**config.mk**
```make
export PLATFORM = sky130hd
export DESIGN_NAME = biquinary_divider
export DESIGN_NICKNAME = d
export VERILOG_FILES = /design/src/rtl/bq_pkg.sv /design/src/rtl/bq_quinary_stage.sv /design/src/rtl/bq_binary_stage.sv /design/src/rtl/biquinary_divider.sv
export SDC_FILE = /design/constraint.sdc
export NUM_CORES = 1
export LEC_CHECK = 0
export ABC_AREA = 1
export BUFFER_PORTS_ARGS = -buffer_cell sky130_fd_sc_hd__clkbuf_2
export CAP_MARGIN = 25
export CORE_AREA = 2 2 39 41
export CTS_BUF_LIST = sky130_fd_sc_hd__clkbuf_8
export CTS_CLUSTER_SIZE = 24
export DETAILED_ROUTE_END_ITERATION = 10
export DIE_AREA = 0 0 41 43
export PLACE_DENSITY = 0.6
export SYNTH_ARGS = -nofsm -noshare
export SYNTH_HDL_FRONTEND = slang
export SYNTH_SLANG_ARGS = --single-unit
```
**constraint.sdc**
```tcl
create_clock -name clk -period 1.5 [get_ports clk]
set_input_delay 0.15 -clock clk [delete_from_list [all_inputs] [get_ports clk]]
set_output_delay 0.15 -clock clk [all_outputs]
set_load 0.005 [all_outputs]
```
**src/rtl/bq_pkg.sv**
```systemverilog
package bq_pkg;
    localparam int QUI_W  = 3;
    localparam int CODE_W = QUI_W + 1;

    typedef enum logic [QUI_W-1:0] {
        QUI_0 = 3'd0,
        QUI_1 = 3'd1,
        QUI_2 = 3'd2,
        QUI_3 = 3'd3,
        QUI_4 = 3'd4
    } qui_state_t;

    typedef enum logic {
        BIN_LO = 1'b0,
        BIN_HI = 1'b1
    } bin_state_t;

    typedef enum logic {
        LINK_BCD    = 1'b0,
        LINK_SQUARE = 1'b1
    } link_t;
endpackage

```
**src/rtl/bq_quinary_stage.sv**
```systemverilog
module bq_quinary_stage
    import bq_pkg::*;
(
    input  logic       clk,
    input  logic       rst_n,
    input  logic       clear_i,
    input  logic       load_top_i,
    input  logic       step_i,
    output qui_state_t state_o,
    output qui_state_t nxt_o
);
    qui_state_t state_q;
    qui_state_t adv;

    always_comb begin
        unique case (state_q)
            QUI_0:   adv = QUI_1;
            QUI_1:   adv = QUI_2;
            QUI_2:   adv = QUI_3;
            QUI_3:   adv = QUI_4;
            QUI_4:   adv = QUI_0;
            default: adv = QUI_0;
        endcase
    end

    always_comb begin
        if (clear_i)         nxt_o = QUI_0;
        else if (load_top_i) nxt_o = QUI_4;
        else if (step_i)     nxt_o = adv;
        else                 nxt_o = state_q;
    end

    always_ff @(posedge clk or negedge rst_n) begin
        if (!rst_n) state_q <= QUI_0;
        else        state_q <= nxt_o;
    end

    assign state_o = state_q;


    qui_wrap_chk: assert property (@(posedge clk) disable iff (!rst_n)
        (step_i && !clear_i && !load_top_i && state_q == QUI_4) |=> state_q == QUI_0);
endmodule

```
**src/rtl/bq_binary_stage.sv**
```systemverilog
module bq_binary_stage
    import bq_pkg::*;
(
    input  logic       clk,
    input  logic       rst_n,
    input  logic       clear_i,
    input  logic       load_top_i,
    input  logic       step_i,
    output bin_state_t state_o,
    output bin_state_t nxt_o
);
    bin_state_t state_q;
    bin_state_t flip;

    always_comb begin
        unique case (state_q)
            BIN_LO: flip = BIN_HI;
            BIN_HI: flip = BIN_LO;
        endcase
    end

    always_comb begin
        if (clear_i)         nxt_o = BIN_LO;
        else if (load_top_i) nxt_o = BIN_HI;
        else if (step_i)     nxt_o = flip;
        else                 nxt_o = state_q;
    end

    always_ff @(posedge clk or negedge rst_n) begin
        if (!rst_n) state_q <= BIN_LO;
        else        state_q <= nxt_o;
    end

    assign state_o = state_q;


    bin_toggle_chk: assert property (@(posedge clk) disable iff (!rst_n)
        (step_i && !clear_i && !load_top_i) |=> state_q != $past(state_q));
endmodule

```
**src/rtl/biquinary_divider.sv**
```systemverilog
module biquinary_divider
    import bq_pkg::*;
(
    input  logic              clk,
    input  logic              rst_n,
    input  logic              clear_i,
    input  logic              preset_nine_i,
    input  logic              step_en_i,
    input  logic              square_mode_i,
    output logic [CODE_W-1:0] count_o,
    output logic              div_o
);
    link_t      link_q;
    link_t      link_d;
    logic       restart;
    logic       stage_clear;
    logic       qui_step;
    logic       bin_step;
    qui_state_t qui_state;
    qui_state_t qui_nxt;
    bin_state_t bin_state;
    bin_state_t bin_nxt;
    logic       div_d;

    assign link_d      = link_t'(square_mode_i);
    assign restart     = (link_d != link_q);
    assign stage_clear = clear_i || restart;

    // Stage linking: which stage takes the strobe, which takes the wrap
    always_comb begin
        unique case (link_q)
            LINK_BCD: begin
                bin_step = step_en_i;
                qui_step = step_en_i && (bin_state == BIN_HI);
            end
            LINK_SQUARE: begin
                qui_step = step_en_i;
                bin_step = step_en_i && (qui_state == QUI_4);
            end
        endcase
    end

    bq_quinary_stage u_qui (
        .clk        (clk),
        .rst_n      (rst_n),
        .clear_i    (stage_clear),
        .load_top_i (preset_nine_i),
        .step_i     (qui_step),
        .state_o    (qui_state),
        .nxt_o      (qui_nxt)
    );

    bq_binary_stage u_bin (
        .clk        (clk),
        .rst_n      (rst_n),
        .clear_i    (stage_clear),
        .load_top_i (preset_nine_i),
        .step_i     (bin_step),
        .state_o    (bin_state),
        .nxt_o      (bin_nxt)
    );

    // Mode register and registered divided output
    always_comb begin
        unique case (link_d)
            LINK_BCD:    div_d = (qui_nxt == QUI_4);
            LINK_SQUARE: div_d = (bin_nxt == BIN_HI);
        endcase
    end

    always_ff @(posedge clk or negedge rst_n) begin
        if (!rst_n) begin
            link_q <= LINK_BCD;
            div_o  <= 1'b0;
        end else begin
            link_q <= link_d;
            div_o  <= div_d;
        end
    end

    // Readout routing
    always_comb begin
        unique case (link_q)
            LINK_BCD:    count_o = {qui_state[QUI_W-1:0], bin_state};
            LINK_SQUARE: count_o = {bin_state, qui_state[QUI_W-1:0]};
        endcase
    end


    clear_zero_chk: assert property (@(posedge clk) disable iff (!rst_n)
        clear_i |=> (count_o == '0) && !div_o);


    preset_nine_chk: assert property (@(posedge clk) disable iff (!rst_n)
        (preset_nine_i && !clear_i && !restart) |=>
            count_o == ((link_q == LINK_SQUARE) ? 4'b1100 : 4'b1001));


    mode_restart_chk: assert property (@(posedge clk) disable iff (!rst_n)
        (!clear_i && restart) |=> count_o == '0);


    idle_hold_chk: assert property (@(posedge clk) disable iff (!rst_n)
        (!clear_i && !preset_nine_i && !step_en_i && !restart) |=>
            $stable(count_o) && $stable(div_o));


    bcd_step_chk: assert property (@(posedge clk) disable iff (!rst_n)
        (link_q == LINK_BCD && !restart && step_en_i && !clear_i && !preset_nine_i) |=>
            count_o == (($past(count_o) == 4'd9) ? 4'd0 : $past(count_o) + 4'd1));


    square_out_chk: assert property (@(posedge clk) disable iff (!rst_n)
        (link_q == LINK_SQUARE) |-> div_o == count_o[3]);


    bcd_out_chk: assert property (@(posedge clk) disable iff (!rst_n)
        (link_q == LINK_BCD) |-> div_o == (count_o >= 4'd8));
endmodule

```
== Word-level counts from Yosys, hierarchy flattened ==
Index checks and enable logic that the tools add are counted.
Storage, ports and cells
  bits in latches: 0
  memory bits (writable): 0
  input bits: 6
  word-level logic and storage cells: 29
  memories kept: 0
  register bits after elaboration: 6
  memory bits (read-only): 0
Cells by class
  mux-type cells: 12
  order comparisons: 0
  $add $sub $neg: 0
  shift-type cells: 0
  $mul: 0
  eq/ne operators: 6
  divide/modulo/power cells: 0
  bitwise operators: 3
  reductions and logical operators: 4
Operators with widths (number)
  $pmux 3 s4: 1
  $mux 3: 3
  $pmux 1 s2: 4
  $pmux 4 s2: 1
  $eq 3x2->1 const B: 2
  $eq 3x3->1 const B: 2
  $eq 3x1->1 const B: 1
  $logic_not 3->1: 1
  $mux 1: 3
  $not 1->1: 3
  $logic_and 1x1->1: 2
  $logic_or 1x1->1: 1
  $ne 1x1->1: 1

== Logic depth before layout (Yosys ltp) ==
Gate-level depths: netlist (run 1).
  depth in word-level cells: 7
  gate-level depth with buffers: 9

== By module ==
Synthesis (run 1) repeated with hierarchy kept, for this count alone.
Second synthesis, totals
  cells, all modules: 55
  area total of the unflattened synthesis: 384.1 µm²
Modules (own cells, without submodules)
  biquinary_divider: area each 175.2 µm², seq. area each 50.0 µm², cells an instance 27, times used 1
  bq_quinary_stage: area each 148.9 µm², seq. area each 75.1 µm², cells an instance 18, times used 1
  bq_binary_stage: area each 60.1 µm², seq. area each 25.0 µm², cells an instance 10, times used 1

== Worst setup path before layout (run 1) ==
OpenSTA, ideal clock, no wires.
  path kind: register -> register
  start: register link_q
  end: register div_o
  data arrival time: 0.971 ns
  data required time: 1.383 ns
  period minus slack after synthesis: 1.088 ns
  path slack: 0.412 ns
  stages on the path, launching flop included: 8
  library setup time: 0.117 ns
  cell sequence: dfrtp_1 buf_6 a21oi_2 nand3_2 nor2_2 nor2_1 nand3_2 nand2_1
Between the ends
  word-level cells in the longest chain between the ends: 7
  elaborated cells between the ends (all ways): 13
  those cells by class: 2 x eq/ne; 9 x mux; 1 x bitwise; 1 x reduce/logical
Ends and longest elaborated chain
  from (decl): RTL line biquinary_divider.sv:13  | link_t link_q;
  from (signal assigned): RTL line biquinary_divider.sv:76  | link_q <= link_d;
  $not 1->1: RTL line biquinary_divider.sv:31  | unique case (link_q)
  $pmux 1 s2: RTL line biquinary_divider.sv:31
  $mux 3: RTL line bq_quinary_stage.sv:29  | else if (step_i) nxt_o = adv;
  $mux 3: RTL line bq_quinary_stage.sv:28  | else if (load_top_i) nxt_o = QUI_4;
  $mux 3 (*): RTL line bq_quinary_stage.sv:27  | if (clear_i) nxt_o = QUI_0;
  named net qui_nxt[0]: RTL line biquinary_divider.sv:20  | qui_state_t qui_nxt;
  $eq 3x3->1 (*): RTL line biquinary_divider.sv:66  | LINK_BCD: div_d = (qui_nxt == QUI_4);
  $pmux 1 s2 (*): RTL line biquinary_divider.sv:65  | unique case (link_d)
  named net div_d: RTL line biquinary_divider.sv:23  | logic div_d;
  to (signal assigned): RTL line biquinary_divider.sv:77  | div_o <= div_d;
  to (decl): RTL line biquinary_divider.sv:11  | output logic div_o
Mark *: on every way through the listed nets, which the timed path passes. The rest lies on a longest branch.

== Worst setup path in the final report (run 1) ==
  start: register link_q
  end: output count_o[1]
Between the ends
  word-level cells in the longest chain between the ends: 2
Ends and longest elaborated chain
  $not 1->1: RTL line biquinary_divider.sv:83  | unique case (link_q)
  $pmux 4 s2 (*): RTL line biquinary_divider.sv:83
  to (decl): RTL line biquinary_divider.sv:10  | output logic [CODE_W-1:0] count_o,
Every way passes the cells marked *; elsewhere a longest branch is shown, timed or not.

==> results.md, run 1 <==
- Slew @ Worst Pin: 425.1 ps
- Pwr dens: 919.3 nW/um^2
- Post-Syn Nets: 66
- Vias in the first global route: 334
- Register area share after synthesis: 0.3488
- Final nets: 81
- MaxCap Viol Count: 0
- Flop2flop setup slack: 180 ps
- CTS clk-pin slew, worst paths: 40 ps
- Critical path origin: link_q
- Via/cell ratio: 4.416
- Placed inst area: 489.2 um^2
- CTS H-tree lvls: 1
- Slew HR: 0.7166
- Die height: 43 um
- DP HPWL: 649.4 um
- Cell depth of the worst setup path: 3
- F_max: 0.7332 GHz
- Yosys reg bits: 6
- Die W: 41 um
- Die ar.: 1763 um^2
- Crit path kind: register to primary output
- Mapped Cells: 60
- Multi-input logic area: 222.7 um^2
- Final Instance Area: 540.5 um^2
- Dpl cells: 85
- Synth cell types: 18
- Pins Over Slew Limit: 0
- Top delay family on crit path: flip-flops
- Core area: 1384 um^2
- Setup Fix Bufs, Post-CTS: 0
- Initial antenna violation count: 0
- Worst path buffer plus inverter count: 1
- Unrepaired setup endpoints after global routing: false
- DR WL/cell: 9.146 um
- Slowest CP cell: dfrtp_1
- Clk_skew: 2.761 ps
- Maximum vdd drop: 0.4913 mV
- Clock Latency Late Sink: 220 ps
- Finished Layout Cells: 89
- Pin count of the biggest net entering global routing: 12
- Min Tclk post-route: 1364 ps
- RR Endpoint: div_o
- TNS Setup: 0 ps
- Most frequent cells in the layout: nand2_1, clkbuf_2, inv_1, dfrtp_1, nand3_1
- Endpoints failing setup: 0
- Area Growth Syn to Fin: 25.58%
- Reg2Reg Launch Point: link_q
- CTS Root Cell: clkbuf_8
- YS warnings: 0
- Required time of the worst setup path: 1350 ps
- CP max FO: 11
- # IOs: 11
- Min-Delay Path Class: input port to register
- Port bufs: 10
- Final period utilization: 0.9092
- Register area: 150.1 um^2
- DR vias: 393
- Worst r2r path cells: 8
- CP endpoint kind: primary output
- Commonest non-fill, non-tap cell in the layout: nand2_1
- Gpl congestion: 0.6533
- CTS tree: done
- Synth area leader: dfrtp_1
- CP Cell Sequence: nand2_1 -> o21ai_0 -> clkbuf_2
- Clock sink count: 6
- Share of the synthesized area in the top cell type: 0.3488
- Mapped Area: 430.4 um^2
- Gr usage total: 0.1123
- CP Data Arrival Time: 1210 ps
- Initial Util: 0.3110
- CTS max path bufs: 2
- Number of buffers created by CTS: 3
- Row count: 14
- Pleak: 0.0002969 uW
- # DRC: 0
- Max stage delay on crit path: 590 ps
- Status: completed
- Ant. Diodes: 0
- Wirelength, routed: 814 um
- FILL cells: 153
- Final hold violations: 0
- Syn avg cell area: 7.174 um^2
- Layout cells sized above 1: 0.3699
- Worst Setup Start Kind: register
- First-pass GRT wire length: 1.290 mm
- DRT iter0 DRCs: 2
- Power Total: 496.9 uW
- Routed Antenna Nets: 0
- Dominant cells by area after synthesis: dfrtp_1, nand2_1, inv_1
- Worst Setup EP: count_o[1]
- Total gr overflow: 0
- First-pass DRT Iterations: 2
-- registers in the layout, summed over array words and instances, names as in the netlist --
signal / count
link_q: 1
u_qui.state_o: 3
u_bin.state_o: 1
div_o: 1
-- report_power, final --
part	internal [uW]	switching, uW	total [uW]
clock network	172	66.0	238
registers	170	10.6	181
logic	32.2	45.6	77.8
-- logic make-up (layout without fill, tap and decap cells) --
logic type / after synthesis / after routing / synth area share
AOI/OAI and AO/OA: 7 / 7 / 0.09881
buffers and inverters: 12 / 25 / 0.1337
and+or+nand+nor: 35 / 35 / 0.4186
DFF: 6 / 6 / 0.3488
-- what timing repair did --
action,CTS,global route
endpoints found under the hold margin,6,0
hold buffers,1,0
gates resized for setup,0,0
setup endpoints to repair,0,0
-- per-stage QoR --
stage,utilization,hold WS (ps),setup WS (ps)
6_report,0.3906,119.7,136.2
5_1_grt,0.3906,116.4,17.59
4_1_cts,0.3906,113.0,122.6
3_5_place_dp,0.3535,-15.22,184.8
3_3_place_gp,0.3535,-17.80,203.9
2_1_floorplan,-,-145.6,412.4
-- worst min-delay path by stage --
stage / from / to / slack [ps] / depth (start not counted)
global placement: rst_n / u_qui.state_o[1] / -20 / 1
floorplan: rst_n / div_o / -150 / 0
CTS: square_mode_i / link_q / 110 / 1
global route: square_mode_i / link_q / 120 / 1
finish: square_mode_i / link_q / 120 / 1
detailed placement: rst_n / div_o / -20 / 1
-- worst register-to-register path, cell delays in order (launching register included) --
cell and delay, ps:
dfrtp_1 590, nor2_2 120, nor2_4 120, nand2_1 80, nand2_1 70, nor2_2 40, nor2_1 110, nand3_2 70
nand2_1 60
-- cells in the mapped netlist (all sizes together) --
master / n
dfrtp: 6
nand3: 7
inv: 9
o21ai: 5
a21oi: 2
clkinv: 2
buf: 1
nand2: 20
nand4: 1
nor2: 7
-- final cells by class --
type                       count  share of cell area
multi-input combinational     42              0.4120
timing repair buffer          11              0.1111
clock buffer                   3             0.07639
inverter                      11             0.08565
tap                           16             0.03704
sequential                     6              0.2778
-- layer usage --
metal	track usage	up-vias	share of wire
met5	0	-	0
li1	-	212	-
met2	0.1656	8	0.48
met3	0.04712	3	0.055
met4	0.08000	0	0.026
met1	0.1221	170	0.44
Power figures use the tool's default switching activity.
==> run 2, diff against run 1 <==
--- a/config.mk
+++ b/config.mk
@@ -5,7 +5,6 @@
 export SDC_FILE = /design/constraint.sdc
 export NUM_CORES = 1
 export LEC_CHECK = 0
-export ABC_AREA = 1
 export BUFFER_PORTS_ARGS = -buffer_cell sky130_fd_sc_hd__clkbuf_2
 export CAP_MARGIN = 25
 export CORE_AREA = 2 2 39 41
@@ -13,7 +12,8 @@
 export CTS_CLUSTER_SIZE = 24
 export DETAILED_ROUTE_END_ITERATION = 10
 export DIE_AREA = 0 0 41 43
-export PLACE_DENSITY = 0.6
+export PLACE_DENSITY = 0.54
+export SLEW_MARGIN = 20
 export SYNTH_ARGS = -nofsm -noshare
 export SYNTH_HDL_FRONTEND = slang
 export SYNTH_SLANG_ARGS = --single-unit
==> results.md, run 2 <==
- Worst Hold Slack: 96.40 ps (-23.29 ps)
- CTS clk-pin slew, worst paths: 30 ps (about the same)
- Mapped Area: 357.8 um^2 (-17%)
- Placed inst area: 450.4 um^2 (-7.9%)
- Syn avg cell area: 10.22 um^2 (+43%)
- Dpl cells: 64 (-25%)
- Clk_skew: 0.7643 ps (-1.996 ps)
- Clock sink count: 6 (unchanged)
- Total gr overflow: 0 (unchanged)
- Yosys reg bits: 6 (unchanged)
- DR WL/cell: 10.74 um (+17%)
- Pwr dens: 972.7 nW/um^2 (+5.8%)
- Via/cell ratio: 4.676 (+5.9%)
- Count leader, synth: dfrtp_1
- DP HPWL: 566.2 um (-13%)
- Min Tclk post-route: 1377 ps (+12.76 ps)
- Pins Over Slew Limit: 0 (unchanged)
- Slew HR: 0.8533 (+0.1367)
- Gpl congestion: 0.8060 (+23%)
- Core area: 1384 um^2 (unchanged)
- YS warnings: 0 (unchanged)
- Worst path buffer plus inverter count: 2 (+1)
- Max stage delay on crit path: 390 ps (-200 ps)
- Status: completed
- Pleak: 0.0002408 uW (-19%)
- CP Data Arrival Time: 1230 ps (+20 ps)
- Max FFs per register: 3 (unchanged)
- # IOs: 11 (unchanged)
- Slew @ Worst Pin: 217.7 ps (-207.3 ps)
- F_max: 0.7264 GHz (-0.93%)
- Required time of the worst setup path: 1350 ps (about the same)
- Post-Syn Nets: 41 (-38%)
- DR vias: 318 (-19%)
- CTS Root Cell: clkbuf_8
- Async set-reset flop share out of synthesis: 1.000 (unchanged)
- Synth area leader: dfrtp_1
- Final nets: 60 (-26%)
- Post-synth EDFFs: 0 (unchanged)
- Synth cell types: 19 (+1)
- Final Instance Area: 503.0 um^2 (-6.9%)
- CP endpoint kind: primary output
- Commonest cells post-synth: dfrtp_1, mux2_2, a21oi_1, nor3_1
- Worst r2r path cells: 4 (-4)
- Layout cells sized above 1: 0.4615 (+0.09168)
- Reg2Reg Launch Point: u_bin.state_o
- Die ar.: 1763 um^2 (unchanged)
- Die height: 43 um (unchanged)
- Register area share after synthesis: 0.4196 (+0.07074)
- Hold path startpoint: square_mode_i
- DRT iter0 DRCs: 1 (-1)
- Final core utilization: 0.3635 (-0.02713)
- Most frequent cells in the layout: clkbuf_2, mux2_2, dfrtp_1, a21oi_1, buf_4
- Row count: 14 (unchanged)
- Share of the synthesized area in the top cell type: 0.4196 (+0.07074)
- Wirelength, routed: 730 um (-10%)
- Die W: 41 um (unchanged)
- Routed Antenna Nets: 0 (unchanged)
- MaxCap Viol Count: 0 (unchanged)
- Gr usage total: 0.1131 (+0.0007831)
- Number of buffers created by CTS: 3 (unchanged)
- # DRC: 0 (unchanged)
- Setup Fix Bufs, Post-CTS: 0 (unchanged)
- Cell depth of the worst setup path: 3 (unchanged)
- Maximum vdd drop: 0.7100 mV (+45%)
- Ant. Diodes: 0 (unchanged)
- Endpoints failing setup: 0 (unchanged)
- Initial antenna violation count: 0 (unchanged)
- CTS tree: done
- Clock Latency Late Sink: 220 ps (about the same)
- CP max FO: 7 (-4)
- Power Total: 489.3 uW (-1.5%)
- Mapped Cells: 35 (-42%)
- CTS H-tree lvls: 1 (unchanged)
- Finished Layout Cells: 68 (-24%)
- Critical path origin: link_q
- Area Growth Syn to Fin: 40.56%
- CTS max path bufs: 2 (unchanged)
- Top delay family on crit path: flip-flops
- Port bufs: 10 (unchanged)
- First-pass DRT Iterations: 2 (unchanged)
- Vias in the first global route: 319 (-4.5%)
- Commonest non-fill, non-tap cell in the layout: clkbuf_2
- CP Cell Sequence: buf_4 -> mux2_2 -> clkbuf_2
- First-pass GRT wire length: 1.338 mm (+3.7%)
- Final hold violations: 0 (unchanged)
- Final period utilization: 0.9177 (+0.008508)
- Crit path kind: register to primary output
- Dominant cells by area after synthesis: dfrtp_1, mux2_2, a21oi_1
- Hold Path Stages: 1 (unchanged)
- Initial Util: 0.2586 (-0.05244)
- Worst Setup Start Kind: register
- Pin count of the biggest net entering global routing: 8 (-4)
- Slowest CP cell: dfrtp_1
- Synth Flop Type: dfrtp_1
- Min-Delay Path Class: input port to register
==> run 2: changes by cell type after synthesis, moves of 5 or more <==
cell     delta
inv_1       -6
mux2_2      +5
nand2_1    -15
nand3_1     -5
==> run 2: per-stage QoR <==
step	worst slack [ps]	setup TNS, ps
finish	123.4	0
global route	-0.2269	-0.2269
CTS	99.46	0
detailed placement	121.0	0
global placement	144.3	0
floorplan	163.0	0
==> run 2: where the power goes <==
group	internal (uW)	switching, uW	total (uW)
sequential	171	9.64	181
clock	172	65.9	238
combinational	37.3	33.2	70.6
total	381	109	489
==> run 2: kinds of logic (layout without fill, tap and decap cells) <==
group / Yosys count / after routing / synth area share
AND/OR/NAND/NOR: 10 / 10 / 0.1469
flip-flops: 6 / 6 / 0.4196
AO/OA/AOI/OAI: 9 / 9 / 0.1853
multiplexers: 5 / 5 / 0.1573
buffers and inverters: 3 / 20 / 0.04197
XOR/XNOR: 2 / 2 / 0.04896
==> run 2: final cells by class <==
type / count / area (um^2)
Timing Repair Buffer: 15 / 90.09
Sequential cell: 6 / 151.4
Multi-Input combinational cell: 26 / 192.7
Fill cell: 143 / 880.8
Tap cell: 16 / 20.02
Inverter: 2 / 7.507
Clock buffer: 3 / 41.29
==> run 2: per-layer routing <==
layer / GRT usage / vias up / part of all wire
li1: - / 160 / -
met1: 0.1574 / 150 / 0.43
met2: 0.1531 / 8 / 0.49
met4: 0.02000 / 0 / 0
met3: 0.06283 / 0 / 0.075
met5: 0 / - / 0
==> run 2: timing repair <==
action                                  4_1_cts  5_1_grt
endpoints found under the setup margin        0        1
resized for setup                             0        1
hold buffers                                  1        0
hold endpoints to repair                      6        0
==> run 2: worst register-to-register path, stage by stage (launching register included) <==
cell	delay, ps
dfrtp_2	410
o21ai_4	60
or3_1	370
and3_1	160
a311oi_1	230
==> run 2: worst paths after layout <==
path / endpoint / slack, ps
max: count_o[2] / 120
min: link_q / 100
max reg2reg: div_o / 160
min reg2reg: u_qui.state_o[0] / 650
max in group asynchronous: u_bin.state_o / 1030
min in group asynchronous: u_qui.state_o[2] / 300
